$ cat src/rtl/xcache_ctrl_pkg.sv
package xcache_ctrl_pkg;
  localparam int unsigned REG_CTRL  = 0;
  localparam int unsigned REG_FLUSH = 1;
  localparam int unsigned REG_STAT  = 2;
  localparam int unsigned REG_HIT   = 3;
  localparam int unsigned REG_ACC   = 4;
  localparam int unsigned NUM_CTR   = 2;
  localparam int unsigned CTR_HIT   = 0;
  localparam int unsigned CTR_ACC   = 1;

  typedef struct packed {
    logic pwr_dn;
    logic rsvd;
    logic bad_wr;
    logic en;
  } ctrl_t;

  localparam ctrl_t CTRL_RST = '{pwr_dn: 1'b0, rsvd: 1'b0, bad_wr: 1'b1, en: 1'b1};
endpackage

$ cat src/rtl/xcache_flush_seq.sv
module xcache_flush_seq #(
  parameter int unsigned IDX_W = 4
) (
  input  logic             clk_i,
  input  logic             rst_ni,
  input  logic             start_i,
  output logic             busy_o,
  output logic [IDX_W-1:0] idx_o
);
  localparam logic [IDX_W-1:0] LAST_IDX = '1;

  logic             busy_q;
  logic [IDX_W-1:0] idx_q;

  // reset leaves the walk armed at index 0
  always_ff @(posedge clk_i or negedge rst_ni) begin
    if (!rst_ni) begin
      busy_q <= 1'b1;
      idx_q  <= '0;
    end else if (start_i) begin
      busy_q <= 1'b1;
      idx_q  <= '0;
    end else if (busy_q) begin
      if (idx_q == LAST_IDX) begin
        busy_q <= 1'b0;
        idx_q  <= '0;
      end else begin
        idx_q <= idx_q + 1'b1;
      end
    end
  end

  assign busy_o = busy_q;
  assign idx_o  = idx_q;
endmodule

$ cat src/rtl/xcache_perf_ctr.sv
module xcache_perf_ctr #(
  parameter int unsigned W = 32
) (
  input  logic         clk_i,
  input  logic         rst_ni,
  input  logic         clr_i,
  input  logic         inc_i,
  output logic [W-1:0] cnt_o
);
  localparam logic [W-1:0] SAT = '1;

  logic [W-1:0] cnt_q;

  always_ff @(posedge clk_i or negedge rst_ni) begin
    if (!rst_ni)                    cnt_q <= '0;
    else if (clr_i)                 cnt_q <= '0;
    else if (inc_i && cnt_q != SAT) cnt_q <= cnt_q + 1'b1;
  end

  assign cnt_o = cnt_q;
endmodule

$ cat src/rtl/xcache_ctrl_regs.sv
module xcache_ctrl_regs
  import xcache_ctrl_pkg::*;
#(
  parameter int unsigned IDX_W  = 4,
  parameter int unsigned CTR_W  = 32,
  parameter int unsigned ADDR_W = 3
) (
  input  logic              clk_i,
  input  logic              rst_ni,
  input  logic              req_i,
  input  logic              we_i,
  input  logic [ADDR_W-1:0] addr_i,
  input  logic [31:0]       wdata_i,
  output logic [31:0]       rdata_o,
  output logic              ready_o,
  output logic              err_o,
  output logic              cache_en_o,
  output logic              bad_wr_err_o,
  output logic              power_down_o,
  input  logic              hit_stb_i,
  input  logic              acc_stb_i,
  output logic              tag_clr_o,
  output logic [IDX_W-1:0]  tag_idx_o
);
  localparam int unsigned NUM_REG = REG_ACC + 1;

  logic [NUM_REG-1:0] sel;
  logic               flush_busy;
  logic               flush_req;
  ctrl_t              ctrl_q;
  logic [NUM_CTR-1:0] ctr_clr;
  logic [NUM_CTR-1:0] ctr_inc;
  logic [CTR_W-1:0]   ctr_val [NUM_CTR];
  logic [CTR_W-1:0]   hit_cnt;
  logic               hit_clr;

  for (genvar g = 0; g < NUM_REG; g++) begin : g_dec
    assign sel[g] = req_i && (addr_i == ADDR_W'(g));
  end

  assign err_o     = req_i && (sel == '0);
  assign ready_o   = !(sel[REG_FLUSH] && !we_i && flush_busy);
  assign flush_req = sel[REG_FLUSH] && we_i && wdata_i[0];

  always_ff @(posedge clk_i or negedge rst_ni) begin
    if (!rst_ni) begin
      ctrl_q <= CTRL_RST;
    end else if (sel[REG_CTRL] && we_i) begin
      ctrl_q.pwr_dn <= wdata_i[3];
      ctrl_q.rsvd   <= 1'b0;
      ctrl_q.bad_wr <= wdata_i[1];
      ctrl_q.en     <= wdata_i[0] && !wdata_i[3]; // power-down overrides enable
    end
  end

  assign cache_en_o   = ctrl_q.en;
  assign bad_wr_err_o = ctrl_q.bad_wr;
  assign power_down_o = ctrl_q.pwr_dn;

  xcache_flush_seq #(.IDX_W(IDX_W)) u_flush (
    .clk_i  (clk_i),
    .rst_ni (rst_ni),
    .start_i(flush_req),
    .busy_o (flush_busy),
    .idx_o  (tag_idx_o)
  );

  assign tag_clr_o = flush_busy;

  assign ctr_inc[CTR_HIT] = hit_stb_i;
  assign ctr_inc[CTR_ACC] = acc_stb_i;
  assign ctr_clr[CTR_HIT] = sel[REG_HIT] && we_i;
  assign ctr_clr[CTR_ACC] = sel[REG_ACC] && we_i;

  for (genvar c = 0; c < NUM_CTR; c++) begin : g_ctr
    xcache_perf_ctr #(.W(CTR_W)) u_ctr (
      .clk_i (clk_i),
      .rst_ni(rst_ni),
      .clr_i (ctr_clr[c]),
      .inc_i (ctr_inc[c]),
      .cnt_o (ctr_val[c])
    );
  end

  assign hit_cnt = ctr_val[CTR_HIT];
  assign hit_clr = ctr_clr[CTR_HIT];

  always_comb begin
    rdata_o = '0;
    unique case (1'b1)
      sel[REG_CTRL]: rdata_o = {28'd0, ctrl_q.pwr_dn, 1'b0, ctrl_q.bad_wr, ctrl_q.en};
      sel[REG_STAT]: rdata_o = {31'd0, !flush_busy};
      sel[REG_HIT]:  rdata_o = 32'(ctr_val[CTR_HIT]);
      sel[REG_ACC]:  rdata_o = 32'(ctr_val[CTR_ACC]);
      default:       rdata_o = '0;
    endcase
  end
endmodule

$ cat config.mk
export PLATFORM = sky130hd
export DESIGN_NAME = xcache_ctrl_regs
export DESIGN_NICKNAME = d
export VERILOG_FILES = /design/src/rtl/xcache_ctrl_pkg.sv /design/src/rtl/xcache_flush_seq.sv /design/src/rtl/xcache_perf_ctr.sv /design/src/rtl/xcache_ctrl_regs.sv
export SDC_FILE = /design/constraint.sdc
export NUM_CORES = 1
export LEC_CHECK = 0
export BUFFER_PORTS_ARGS = -buffer_cell sky130_fd_sc_hd__buf_4
export CORE_ASPECT_RATIO = 0.6
export CORE_UTILIZATION = 60
export CTS_CLUSTER_DIAMETER = 100
export CTS_CLUSTER_SIZE = 14
export DETAILED_ROUTE_END_ITERATION = 10
export PLACE_DENSITY = 0.86
export SLEW_MARGIN = 0
export SYNTH_ARGS = -nofsm -noshare
export SYNTH_HDL_FRONTEND = slang
export SYNTH_SLANG_ARGS = --single-unit
$ cat constraint.sdc
create_clock -name clk_i -period 5.1 [get_ports clk_i]
set_clock_uncertainty 0.2 [all_clocks]
set_input_delay 0.51 -clock clk_i [delete_from_list [all_inputs] [get_ports clk_i]]
set_output_delay 0.51 -clock clk_i [all_outputs]
set_load 0.005 [all_outputs]
==> summary.md <==
| Metric | Value |
|---|---|
| Hpwl dp | `7858 µm` |
| Num rows | `23` |
| Floorplan core area | `6820 µm²` |
| Placement Cell Area | `4756 µm²` |
| Initial Util | `63.58%` |
| Int Power | `1250 µW` |
| CTS Root Buffer Type | `clkbuf_16` |
| CP Max Fanout | `12` |
| DR iter-0 viols | `536` |
| Max Clock Freq | `328.1 MHz` |
| TritonCTS clock tree | `done` |
| Leading cell types in the layout, fill and taps excluded | `dfrtp_1, buf_4, nand2_1, a21oi_1, nor2_1` |
| Max clock buf depth | `2` |
| Final ANT Viol Nets | `0` |
| DR vias | `4081` |
| Worst endpoint required time | `5.16 ns` |
| DR pass1 iterations | `8` |
| Post-Syn Area | `4337 µm²` |
| Depth of the CTS H-tree | `3` |
| Tot Pwr | `1755 µW` |
| Initial antenna violation count | `0` |
| Synth area leaders | `dfrtp_1, a22o_1, a21oi_1` |
| DIE AREA | `7583 µm²` |
| Crit Path Class | `register to register` |
| Die width | `111.8 µm` |
| CTS Buf Count | `9` |
| Status | `finished with violations` |
| Period minus WS final | `3.048 ns` |
| EDFF count, synth | `0` |
| Via/cell ratio | `6.712` |
| LEAKAGE | `0.002172 µW` |
| Post-synth top flop | `dfrtp_1` |
| Number of post-CTS setup repair buffers | `0` |
| N_diodes | `0` |
| Commonest non-fill, non-tap cell in the layout | `dfrtp_1` |
| Area grow syn2layout | `17.37%` |
| RSZ-0062 raised after global routing | `no` |
| Failing checks | `design-rule violations` |
| Hold Path Class | `input pin to async pin` |
| Max-slew violation count | `0` |
| Tcrit/Tclk final | `59.77%` |
| Cell taking the most area after synthesis | `dfrtp_1` |
| Latest clock arrival within the worst-skew pair | `0.34 ns` |
| Vias in the first global route | `3567` |
| Routability Congestion | `0.8273` |
| PostCTS Resize Cnt | `0` |
| Clk network pwr share | `39.9%` |
| Max Cap Viol | `0` |
| Worst-Margin Slew | `1.091 ns` |
| DRC | `2` |
| Wirelength per Cell | `19.37 µm` |
| Post-synth top area share | `39.82%` |
| Cell count after synthesis | `478` |
| Critical path's slowest cell | `o21ai_1` |
| Switching Fraction | `28.77%` |
| Setup crit start kind | `register` |
| Worst VDD drop | `259.9 µV` |
| Crit end category | `register` |
| CP Cell Sequence | `ha_1, nand3_2, or4_4, o21ai_1, o21ai_0, a21oi_1` |
| Seq/Total Area, Yosys | `41.63%` |
| Fin. Hold Viols | `0` |
| Syn nets | `522` |
| Pwr/cell area | `344.9 nW/µm²` |
| Synth Register Bits | `72` |
| Post-route cell area | `5090 µm²` |
| Clock sinks | `72` |
| Library cells used by synthesis | `56` |
| Die height | `67.86 µm` |
| Register share of total power | `45.9%` |
| Setup-failing EPs final | `0` |
| CP arrival | `3.11 ns` |
| Global Route Usage Sum | `32.47%` |
| Fraction of registers with async set/reset | `100.0%` |
| Logic pwr share | `14.2%` |
| Global-route wire length before repair | `18540 µm` |
| Psw | `505.0 µW` |
| Top-Level Pins | `83` |
| Layout cell share with drive strength beyond 1 | `17.08%` |
| Synth Warn # | `0` |
| Input/output buffers | `53` |
| GR Overflow Total | `0` |
| Largest net degree at the start of global routing | `73` |
| Post-Syn Area per Cell | `9.073 µm²` |
| CTS Hold Bufs | `0` |
| Worst slew margin | `27.25%` |
| CP peak stage delay | `0.74 ns` |
| Setup_tns | `0 ns` |
| Clock transition at path regs | `0.05 ns` |
| Fin nets | `560` |
| Routed WL | `11780 µm` |
[critical path, delay by kind of cell, from the launching register on]
| kind | cells | cell delay (ns) |
|---|---|---|
| AO/OA/AOI/OAI | 3 | 1.17 |
| adder cells (fa/ha/maj) | 1 | 0.26 |
| flip-flops | 1 | 0.50 |
| AND/OR/NAND/NOR | 2 | 0.85 |
[path summary, 6_finish.rpt]
check / from / endpoint / slack, ns / cells past startpoint
max: g_ctr[0].u_ctr.cnt_o[1] / g_ctr[0].u_ctr.cnt_o[9] / 2.05 / 6
min: rst_ni / g_ctr[0].u_ctr.cnt_o[24] / 0.11 / 1
max reg2reg: g_ctr[0].u_ctr.cnt_o[1] / g_ctr[0].u_ctr.cnt_o[9] / 2.05 / 6
min reg2reg: cache_en_o / cache_en_o / 0.31 / 2
max in group asynchronous: rst_ni / g_ctr[1].u_ctr.cnt_o[4] / 4.01 / 1
min in group clk_i: wdata_i[1] / bad_wr_err_o / 0.21 / 2
[kinds of logic (layout without fill, tap and decap cells)]
family / after synthesis / after routing / share of synthesized area (%)
flops: 72 / 72 / 41.63
simple gates: 208 / 208 / 27.78
fa+ha+maj: 3 / 3 / 0.8656
mux: 8 / 8 / 1.904
compound gates: 134 / 134 / 20.74
buf+inv: 34 / 77 / 3.231
xor+xnor: 19 / 19 / 3.837
[power groups by stage]
| stage | clock network [µW] | registers (µW) | logic (µW) |
|---|---|---|---|
| after floorplan | 0 | 748 | 158 |
| after global placement | 0 | 791 | 232 |
| after detailed placement | 0 | 798 | 247 |
| after CTS | 706 | 796 | 251 |
| after global routing | 736 | 812 | 283 |
| final | 701 | 805 | 250 |
[stage by stage]
stage                     hold WS, ns  worst slack [ns]  std cells  util (%)
after CTS                      0.1353             2.147        608     74.63
after detailed placement       0.2914             2.150        592     69.73
after floorplan               0.01441             2.659        478         -
after global placement         0.2832             2.249        592     69.73
after global routing           0.1793             1.916        608     74.63
final                          0.1113             2.052        608     74.63
[metal layers]
layer	part of all wire, %	up-vias	track usage, %
met5	0	-	0
met4	1.2	0	9.291
met3	8.3	22	8.415
met2	45	195	49.15
met1	45	1975	46.32
li1	-	1889	-
[cell type report]
type / instances / area (µm²)
clock inverters: 2 / 60.06
flip-flops and latches: 72 / 1805
fillers: 462 / 1730
well taps: 87 / 108.9
repair buffers: 55 / 412.9
multi-input cells: 372 / 2406
clock buffers: 14 / 274.0
inverters: 6 / 22.52
[synth_stat cells, types with 4 or more instances]
cell	n
xnor2_1	9
o31ai_1	9
nor2_1	32
xor2_1	10
and4_1	12
a22o_1	29
nand3b_1	5
o21ai_0	28
mux2i_1	6
or3_1	25
inv_1	6
a21oi_1	39
nand2b_1	4
nand4_1	20
or4_1	14
nand3_1	21
and2_1	4
buf_2	4
o211ai_1	6
and3_1	11
dfrtp_1	69
clkbuf_1	20
nand2_1	40
[state kept, by name, summed over array words and instances (netlist names)]
name / cells
g_ctr.u_ctr.cnt_o: 64
u_flush.idx_o: 4
bad_wr_err_o: 1
cache_en_o: 1
power_down_o: 1
u_flush.busy_o: 1
(Power assumes the default switching activity.)
